`src/rtl/cic_pkg.sv`:
```
package cic_pkg;
    localparam int IRQ_BIT   = 5;
    localparam int FIQ_BIT   = 6;
    localparam int PEND_BIT  = 6;
    localparam int CASC_BASE = 4;

    localparam logic [11:0] SEL_OFF = 12'h104;

    function automatic logic [11:0] stat_off(input int g);
        return 12'(12'h150 + 4 * g);
    endfunction

    function automatic logic [11:0] mask_off(input int g);
        return 12'(12'h168 + 4 * g);
    endfunction
endpackage

```
`src/rtl/cic_route_bank.sv`:
```
module cic_route_bank #(
    parameter int NUM_SRC = 64,
    localparam int IDX_W  = $clog2(NUM_SRC)
) (
    input  logic               clk,
    input  logic               rst_n,
    input  logic               wr_en,
    input  logic [IDX_W-1:0]   wr_idx,
    input  logic               wr_irq,
    input  logic               wr_fiq,
    output logic [NUM_SRC-1:0] route_irq_o,
    output logic [NUM_SRC-1:0] route_fiq_o
);
    typedef struct packed {
        logic [NUM_SRC-1:0] irq;
        logic [NUM_SRC-1:0] fiq;
    } route_t;

    route_t st_d, st_q;

    always_comb begin
        st_d = st_q;
        if (wr_en) begin
            st_d.irq[wr_idx] = wr_irq;
            st_d.fiq[wr_idx] = wr_fiq;
        end
    end

    always_ff @(posedge clk) begin
        if (!rst_n) st_q <= '0;
        else        st_q <= st_d;
    end

    assign route_irq_o = st_q.irq;
    assign route_fiq_o = st_q.fiq;

    assert_route_hold_R1: assert property (@(posedge clk) disable iff (!rst_n)
        !wr_en |=> $stable(route_irq_o) && $stable(route_fiq_o));

    assert_route_write_R1: assert property (@(posedge clk) disable iff (!rst_n)
        wr_en |=> (route_irq_o[$past(wr_idx)] == $past(wr_irq)) &&
                  (route_fiq_o[$past(wr_idx)] == $past(wr_fiq)));
endmodule

```
`src/rtl/cic_sec_group.sv`:
```
module cic_sec_group #(
    parameter int GRP_W = 2
) (
    input  logic             clk,
    input  logic             rst_n,
    input  logic             wr_en,
    input  logic [GRP_W-1:0] wdata,
    input  logic [GRP_W-1:0] raw_i,
    output logic [GRP_W-1:0] mask_o,
    output logic             line_o
);
    logic [GRP_W-1:0] mask_d, mask_q;

    always_comb begin
        mask_d = mask_q;
        if (wr_en) mask_d = wdata;
    end

    always_ff @(posedge clk) begin
        if (!rst_n) mask_q <= '1;
        else        mask_q <= mask_d;
    end

    assign mask_o = mask_q;
    assign line_o = |(raw_i & ~mask_q);

    assert_mask_hold_R7: assert property (@(posedge clk) disable iff (!rst_n)
        !wr_en |=> $stable(mask_o));

    assert_all_blocked_R7: assert property (@(posedge clk) disable iff (!rst_n)
        (&mask_o) |-> !line_o);
endmodule

```
`src/rtl/cic_lowest_sel.sv`:
```
module cic_lowest_sel #(
    parameter int N      = 64,
    localparam int IDX_W = $clog2(N)
) (
    input  logic [N-1:0]     vec_i,
    output logic             hit_o,
    output logic [IDX_W-1:0] idx_o
);
    always_comb begin
        idx_o = '0;
        for (int i = N - 1; i >= 0; i--) begin
            if (vec_i[i]) idx_o = IDX_W'(i);
        end
        hit_o = |vec_i;
    end
endmodule

```
`src/rtl/cascade_intc.sv`:
```
module cascade_intc #(
    parameter int NUM_SRC = 64,
    parameter int NUM_GRP = 2,
    parameter int GRP_W   = 2,
    parameter int ADDR_W  = 12,
    parameter int DATA_W  = 32
) (
    input  logic                     clk,
    input  logic                     rst_n,
    input  logic [NUM_SRC-1:0]       src_i,
    input  logic [NUM_GRP*GRP_W-1:0] sec_src_i,
    input  logic                     wr_en_i,
    input  logic                     rd_en_i,
    input  logic [ADDR_W-1:0]        addr_i,
    input  logic [DATA_W-1:0]        wdata_i,
    output logic [DATA_W-1:0]        rdata_o,
    output logic                     irq_o,
    output logic                     fiq_o
);
    import cic_pkg::*;

    localparam int IDX_W   = $clog2(NUM_SRC);
    localparam int CFG_TOP = 4 * NUM_SRC;

    typedef struct packed {
        logic [DATA_W-1:0] rdata;
    } top_state_t;

    top_state_t st_d, st_q;

    logic                          cfg_hit;
    logic [IDX_W-1:0]              cfg_idx;
    logic [NUM_SRC-1:0]            route_irq, route_fiq;
    logic [NUM_SRC-1:0]            lvl, act_irq, act_fiq;
    logic [NUM_GRP-1:0]            grp_line;
    logic [NUM_GRP-1:0][GRP_W-1:0] grp_mask;
    logic                          sel_hit;
    logic [IDX_W-1:0]              sel_idx;
    logic [DATA_W-1:0]             rd_val;
    logic                          unused_wdata;

    assign unused_wdata = ^wdata_i;

    assign cfg_hit = (addr_i[1:0] == 2'b00) && (32'(addr_i) < 32'(CFG_TOP));
    assign cfg_idx = addr_i[IDX_W+1:2];

    cic_route_bank #(.NUM_SRC(NUM_SRC)) u_route (
        .clk         (clk),
        .rst_n       (rst_n),
        .wr_en       (wr_en_i && cfg_hit),
        .wr_idx      (cfg_idx),
        .wr_irq      (wdata_i[IRQ_BIT]),
        .wr_fiq      (wdata_i[FIQ_BIT]),
        .route_irq_o (route_irq),
        .route_fiq_o (route_fiq)
    );

    for (genvar g = 0; g < NUM_GRP; g++) begin : g_grp
        cic_sec_group #(.GRP_W(GRP_W)) u_grp (
            .clk    (clk),
            .rst_n  (rst_n),
            .wr_en  (wr_en_i && (addr_i == ADDR_W'(mask_off(g)))),
            .wdata  (wdata_i[GRP_W-1:0]),
            .raw_i  (sec_src_i[g*GRP_W +: GRP_W]),
            .mask_o (grp_mask[g]),
            .line_o (grp_line[g])
        );
    end

    always_comb begin
        lvl = src_i;
        for (int g = 0; g < NUM_GRP; g++) begin
            lvl[CASC_BASE + g] = grp_line[g];
        end
    end

    assign act_irq = lvl & route_irq;
    assign act_fiq = lvl & route_fiq;
    assign irq_o   = |act_irq;
    assign fiq_o   = |act_fiq;

    cic_lowest_sel #(.N(NUM_SRC)) u_sel (
        .vec_i (act_irq),
        .hit_o (sel_hit),
        .idx_o (sel_idx)
    );

    always_comb begin
        rd_val = '0;
        if (cfg_hit) begin
            rd_val[IRQ_BIT] = route_irq[cfg_idx];
            rd_val[FIQ_BIT] = route_fiq[cfg_idx];
        end else if (addr_i == ADDR_W'(SEL_OFF)) begin
            if (sel_hit) begin
                rd_val[PEND_BIT]    = 1'b1;
                rd_val[IDX_W-1:0]   = sel_idx;
            end
        end else begin
            for (int g = 0; g < NUM_GRP; g++) begin
                if (addr_i == ADDR_W'(stat_off(g)))
                    rd_val[GRP_W-1:0] = sec_src_i[g*GRP_W +: GRP_W];
                if (addr_i == ADDR_W'(mask_off(g)))
                    rd_val[GRP_W-1:0] = grp_mask[g];
            end
        end
    end

    always_comb begin
        st_d = st_q;
        if (rd_en_i) st_d.rdata = rd_val;
    end

    always_ff @(posedge clk) begin
        if (!rst_n) st_q <= '0;
        else        st_q <= st_d;
    end

    assign rdata_o = st_q.rdata;

    assert_sel_active_R4: assert property (@(posedge clk) disable iff (!rst_n)
        sel_hit |-> act_irq[sel_idx]);

    assert_sel_lowest_R4: assert property (@(posedge clk) disable iff (!rst_n)
        sel_hit |-> ((act_irq & ((NUM_SRC'(1) << sel_idx) - NUM_SRC'(1))) == '0));

    assert_irq_unrouted_R2: assert property (@(posedge clk) disable iff (!rst_n)
        (route_irq == '0) |-> !irq_o);

    assert_fiq_unrouted_R3: assert property (@(posedge clk) disable iff (!rst_n)
        (route_fiq == '0) |-> !fiq_o);

    assert_rdata_hold_R11: assert property (@(posedge clk) disable iff (!rst_n)
        !rd_en_i |=> $stable(rdata_o));
endmodule

```
`config.mk`:
```
export PLATFORM = sky130hd
export DESIGN_NAME = cascade_intc
export DESIGN_NICKNAME = d
export VERILOG_FILES = /design/src/rtl/cic_pkg.sv /design/src/rtl/cic_route_bank.sv /design/src/rtl/cic_sec_group.sv /design/src/rtl/cic_lowest_sel.sv /design/src/rtl/cascade_intc.sv
export SDC_FILE = /design/constraint.sdc
export NUM_CORES = 1
export LEC_CHECK = 0
export BUFFER_PORTS_ARGS = -buffer_cell sky130_fd_sc_hd__clkbuf_2
export CORE_UTILIZATION = 55
export DETAILED_ROUTE_END_ITERATION = 7
export PLACE_DENSITY_LB_ADDON = 0.25
export SETUP_SLACK_MARGIN = 0.3
export SLEW_MARGIN = 20
export SYNTH_ARGS = -nofsm -noshare
export SYNTH_HDL_FRONTEND = slang
export SYNTH_SLANG_ARGS = --single-unit
export TNS_END_PERCENT = 10
```
`constraint.sdc`:
```
create_clock -name clk -period 5.7 [get_ports clk]
set_input_delay 0.855 -clock clk [delete_from_list [all_inputs] [get_ports clk]]
set_output_delay 0.855 -clock clk [all_outputs]
set_load 0.05 [all_outputs]
```
==> results of run 1 <==
## critical path, cell delays in order
cell and delay (ns):
clkbuf_2 0.15, a22o_1 0.26, a221oi_1 0.40, nand4_1 0.13, or4_1 0.40, or4_1 0.60, clkbuf_2 0.27
## stage by stage
stage,util,std cells
after floorplan,-,1016
after global placement,0.590,1214
after detailed placement,0.590,1214
after CTS,0.628,1242
after global routing,0.628,1242
final,0.628,1242
## power groups by stage
stage	Sequential (W)	Clock, W	Combinational, W
CTS	0.000973	0.00108	0.000189
detailed placement	0.000994	0	0.000188
finish	0.000973	0.00107	0.000194
global placement	0.000994	0	0.000188
global route	0.000972	0.00111	0.000203
floorplan	0.000996	0	0.000123
## sequential cells by signal (all words and copies together) (netlist names)
signal and count:
u_route.route_irq_o 64, rdata_o 7, g_grp.u_grp.mask_o 4, u_route.route_fiq_o 64
## routing by layer
metal	vias up	GRT usage	wire length, µm
met5	-	0	0
met4	0	0.195	1360
met3	115	0.0816	3380
met2	583	0.583	12700
met1	3906	0.521	11400
li1	3712	-	-
## layout make-up
type | count | area share
multi-input cells | 785 | 0.547
flip-flops and latches | 139 | 0.306
repair buffers | 103 | 0.0592
clock buffers | 21 | 0.0506
well taps | 184 | 0.0253
clock inverters | 7 | 0.0105
inverters | 3 | 0.00151
## synthesized netlist by cell type, drive strengths merged (3+ instances only)
cell type,number,share of area
o21ai,66,0.041
nor2b,15,0.012
a32o,6,0.0074
o211ai,4,0.0037
and2,7,0.0054
a32oi,4,0.0043
nand2b,6,0.0046
a221o,3,0.0037
nand2,164,0.076
and3,3,0.0023
mux4,32,0.089
or4,5,0.0055
a22o,20,0.022
mux2i,66,0.081
dfxtp,139,0.34
nand4,10,0.0077
inv,3,0.0014
o31ai,5,0.0052
nor2,118,0.056
a31oi,8,0.0062
nor3,5,0.0043
a21oi,81,0.050
nand3,37,0.023
or3,4,0.0031
buf,43,0.033
a22oi,47,0.043
clkbuf,46,0.021
a221oi,13,0.014
## cell families (layout without fill, tap and decap cells)
kind of cell / Yosys count / after routing
simple gates: 384 / 384
buf+inv: 92 / 134
compound gates: 278 / 278
flops: 139 / 139
mux: 98 / 98
other cells: 1 / 25
## how the worst max path moves through the flow
stage	slack, ns	end	startpoint
3_3_place_gp	1.80	fiq_o	src_i[60]
6_report	1.78	fiq_o	src_i[31]
4_1_cts	1.81	fiq_o	src_i[60]
3_5_place_dp	1.82	fiq_o	src_i[60]
5_1_grt	1.65	irq_o	src_i[30]
2_1_floorplan	2.21	fiq_o	src_i[25]
==> flow_summary.yaml, run 1 <==
final_layout:
  nFillCells: 1310
  layout_commonest_cell: "nand2_1"
  ff_latch_area_um2: 2780
  final_cell_mix: "164 x nand2_1, 139 x dfxtp_1, 116 x nor2_1"
  postLayoutCellArea_um2: 9090
  area_growth_pct: 12.0
  drive_gt1_frac: 0.164
  multi_input_area_um2: 4970
  nets: 1165
  n_antenna_cell: 0
placed_design:
  place_congestion: 1.00
  place_hpwl_um: 21100
  place_ws_ns: 1.82
  placed_cell_area_um2: 8540
  numPortBuffers: 94
worst_setup_path:
  worstSetupStartpointType: "input port"
  r2r-end: "rdata_o[1]"
  reg2reg_slack_ns: 2.91
  r2r-start: "u_route.route_irq_o[35]"
  critical_path_class: "in2out"
  crit_path_end_kind: "primary output"
  path_max_fanout: 3
  worstPathRequired_ns: 4.85
  reg2reg_depth: 7
  worst_ep_arrival_time_ns: 3.07
detailed_routing:
  wl_um: 28900
  drt_iter0_drc: 1145
  wire_per_inst_um: 23.2
  vias_per_cell: 6.70
  ant_nets: 0
  vias: 8316
  firstDrtPassIters: 8
  remaining_drc_errors: 0
synth:
  synth.distinct_cells: 59
  syn-instance-count: 992
  synth_mux_area_frac: 0.170
  async_flop_share: 0
  yosysSeqAreaShare: 0.343
  synth-compound-area-share: 0.222
  ys_warn_count: 0
  synth-simple-area-share: 0.209
  synthXorXnorAreaFrac: 0
  synth_top_family_by_area: "compound AO/OA/AOI/OAI gates"
  ys_ff_latch: 139
  synth_top_flop_cell: "dfxtp_1"
  syn-cell-area_um2: 8120
  syn_avg_cell_area_um2: 8.18
  synth-edff-count: 0
  synthAdderAreaFrac: 0
clocking:
  root_buffer: "clkbuf_16"
  ctsResizeCount: 0
  cts_sinks: 139
  tritoncts: "built"
  clkTransAtPathRegs_ns: 0.05
  clk_path_buf_depth: 2
  post-cts-setup-buffers: 0
  cts_buffers: 17
  cts_htree_levels: 4
  hold_buffers: 0
  clk_latency_ns: 0.43
power_and_ir_drop:
  ir_drop_uv: 245
  power_frac_seq: 0.434
  netSwitchingPower_w: 0.000569
  power_w: 0.00224
  combPwrFrac: 0.086
  powerDensity_nw_per_um2: 246
  power.leakage_nw: 3.68
  sw_frac_of_total: 0.254
  internal-power_w: 0.00167
  clockPowerShare: 0.480
floorplan:
  ios: 150
  start_util: 0.561
  core-area_um2: 14500
  fp.dieH_um: 123
  dieArea_um2: 15200
  rows: 44
  die_w_um: 123
worst_hold_path:
  whs_endpoint: "rdata_o[3]"
  hp-start: "rdata_o[3]"
  worstHoldPathCells: 2
  hp-class: "reg2reg"
timing:
  finalHoldViolations: 0
  setup-violations-final: 0
  fmax_ghz: 0.255
  min_period_ns: 3.92
  rsz0062_at_grt: "false"
  holdWs_ns: 0.457
  maxSlewHeadroom: 0.324
  worstMarginPinSlew_ns: 1.01
  finClkSkew_ns: 0.00910
  slew_violations: 0
  fin_tns_setup_ns: 0
  fin_ws_ns: 1.78
  final.period_utilization: 0.688
global_routing:
  grt_max_degree: 75
  grt_pass1_vias: 7463
  antenna_found_initial: 0
  grt_use_total: 0.386
  grt_overflow: 0
  grt_pass1_wl_um: 43000
run_status:
  status: "complete, no violations"
job:
  drv_cap: 0
Power figures use the tool's default switching activity.
==> run 2, diff against run 1 <==
==> constraint.sdc (replaced) <==
create_clock -name clk -period 4 [get_ports clk]
set_input_delay 0.6 -clock clk [delete_from_list [all_inputs] [get_ports clk]]
set_output_delay 0.6 -clock clk [all_outputs]
set_load 0.05 [all_outputs]
==> run 2 against run 1 <==
Against the previous run:
- global-route usage increased by 0.55 points
- cell area increased by 1.1%
- die area unchanged
- largest cell class unchanged
- first-iteration DRC count decreased by 14%
==> flow_summary.yaml, run 2 (synthesis results as in run 1) <==
detailed_routing:
  vias_per_cell: 6.68
  wire_per_inst_um: 23.3
  remaining_drc_errors: 0
  vias: 8361
  ant_nets: 0
  wl_um: 29100
  drt_iter0_drc: 980
  firstDrtPassIters: 6
final_layout:
  drive_gt1_frac: 0.172
  multi_input_area_um2: 4970
  n_antenna_cell: 0
  nets: 1171
  nFillCells: 1299
  ff_latch_area_um2: 2780
  layout_commonest_cell: "nand2_1"
  final_cell_mix: "164 x nand2_1, 139 x dfxtp_1, 116 x nor2_1"
  area_growth_pct: 13.3
floorplan:
  die_w_um: 123
  dieArea_um2: 15200
  ios: 150
  core-area_um2: 14500
  fp.dieH_um: 123
  start_util: 0.561
  rows: 44
worst_setup_path:
  cp.buffers_inverters: 1
  reg2reg_depth: 7
  reg2reg_slack_ns: 1.46
  worst_path_most_repeated_cell: "or4_1"
  worst_path_max_delay_cell: "or4_1"
  worst_ep_arrival_time_ns: 2.84
  path_max_fanout: 3
  worstPathCellList: "a22o_1 > a221oi_1 > nand4_1 > or4_1 > or4_1 > clkbuf_2"
  worstPathRequired_ns: 3.40
  r2r-start: "u_route.route_irq_o[50]"
  r2r-end: "rdata_o[0]"
  slowest_delay_ns: 0.60
  crit_path_end_kind: "primary output"
  crit_family: "simple AND/OR/NAND/NOR gates"
  critical_path_class: "reg2out"
  worstSetupStartpointType: "flip-flop"
timing:
  final.period_utilization: 0.861
  fin_tns_setup_ns: 0
  min_period_ns: 3.44
  setup-violations-final: 0
  maxSlewHeadroom: 0.356
  slew_violations: 0
  finalHoldViolations: 0
  finClkSkew_ns: 0.00976
  worstMarginPinSlew_ns: 0.966
  rsz0062_at_grt: "false"
  fmax_ghz: 0.290
  holdWs_ns: 0.429
  fin_ws_ns: 0.556
clocking:
  hold_buffers: 0
  ctsResizeCount: 0
  cts_sinks: 139
  clk_latency_ns: 0.44
  post-cts-setup-buffers: 0
  clkTransAtPathRegs_ns: 0.06
  tritoncts: "built"
  root_buffer: "clkbuf_16"
  cts_buffers: 17
  cts_htree_levels: 4
  clk_path_buf_depth: 2
global_routing:
  grt_max_degree: 77
  grt_pass1_vias: 7455
  grt_pass1_wl_um: 43000
  grt_use_total: 0.392
  grt_overflow: 0
  antenna_found_initial: 0
power_and_ir_drop:
  power_w: 0.00325
  powerDensity_nw_per_um2: 353
  ir_drop_uv: 358
  power.leakage_nw: 3.72
worst_hold_path:
  worstHoldPathCells: 3
  whs_endpoint: "g_grp[0].u_grp.mask_o[0]"
  hp-class: "in2reg"
  hp-start: "wdata_i[0]"
run_status:
  status: "complete, no violations"
placed_design:
  numPortBuffers: 94
  place_ws_ns: 0.608
  place_hpwl_um: 21600
  place_congestion: 1.02
job:
  drv_cap: 0
[run 2: changes by cell type in the layout (fill, tap and decap cells not counted), sizes merged]
cell / before / now
clkinv: 4 / 5
clkinvlp: 1 / 4
inv: 3 / 5
clkbuf: 115 / 113
buf: 9 / 15
[run 2: how the worst max path moves through the flow]
| stage | from | end | depth (start not counted) |
|---|---|---|---|
| after global placement | src_i[60] | fiq_o | 7 |
| after floorplan | src_i[25] | fiq_o | 5 |
| final | u_route.route_fiq_o[20] | fiq_o | 6 |
| after CTS | u_route.route_fiq_o[60] | fiq_o | 6 |
| after global routing | u_route.route_fiq_o[20] | fiq_o | 6 |
| after detailed placement | src_i[60] | fiq_o | 7 |
[run 2: final cells by class]
class,instances,area share
inverter,3,0.00150
multi-input combinational,785,0.541
tap,184,0.0250
timing repair buffer,109,0.0661
clock buffer,19,0.0482
sequential,139,0.303
clock inverter,13,0.0156
[run 2: per-layer routing]
metal,up-vias,wire [µm],track usage
met5,-,0,0
met4,0,1320,0.188
met3,87,3330,0.0941
met2,568,12800,0.586
met1,3983,11700,0.530
li1,3723,-,-
[run 2: worst reg2reg max path: cells and delay by family (launching register included)]
kind	cells	cell delay, ns
compound gates	7	2.04
flops	1	0.37
[run 2: power by group]
group	switching (W)	internal [W]
Sequential	0.000000638	0.00139
Clock	0.000644	0.000937
Combinational	0.000215	0.0000661
Total	0.000860	0.00239
[run 2: per-stage QoR]
stage | instances | cell area [µm²] | util
floorplan | 1016 | 8210 | -
global placement | 1220 | 8610 | 0.595
detailed placement | 1220 | 8610 | 0.595
CTS | 1252 | 9200 | 0.635
global route | 1252 | 9200 | 0.635
finish | 1252 | 9200 | 0.635
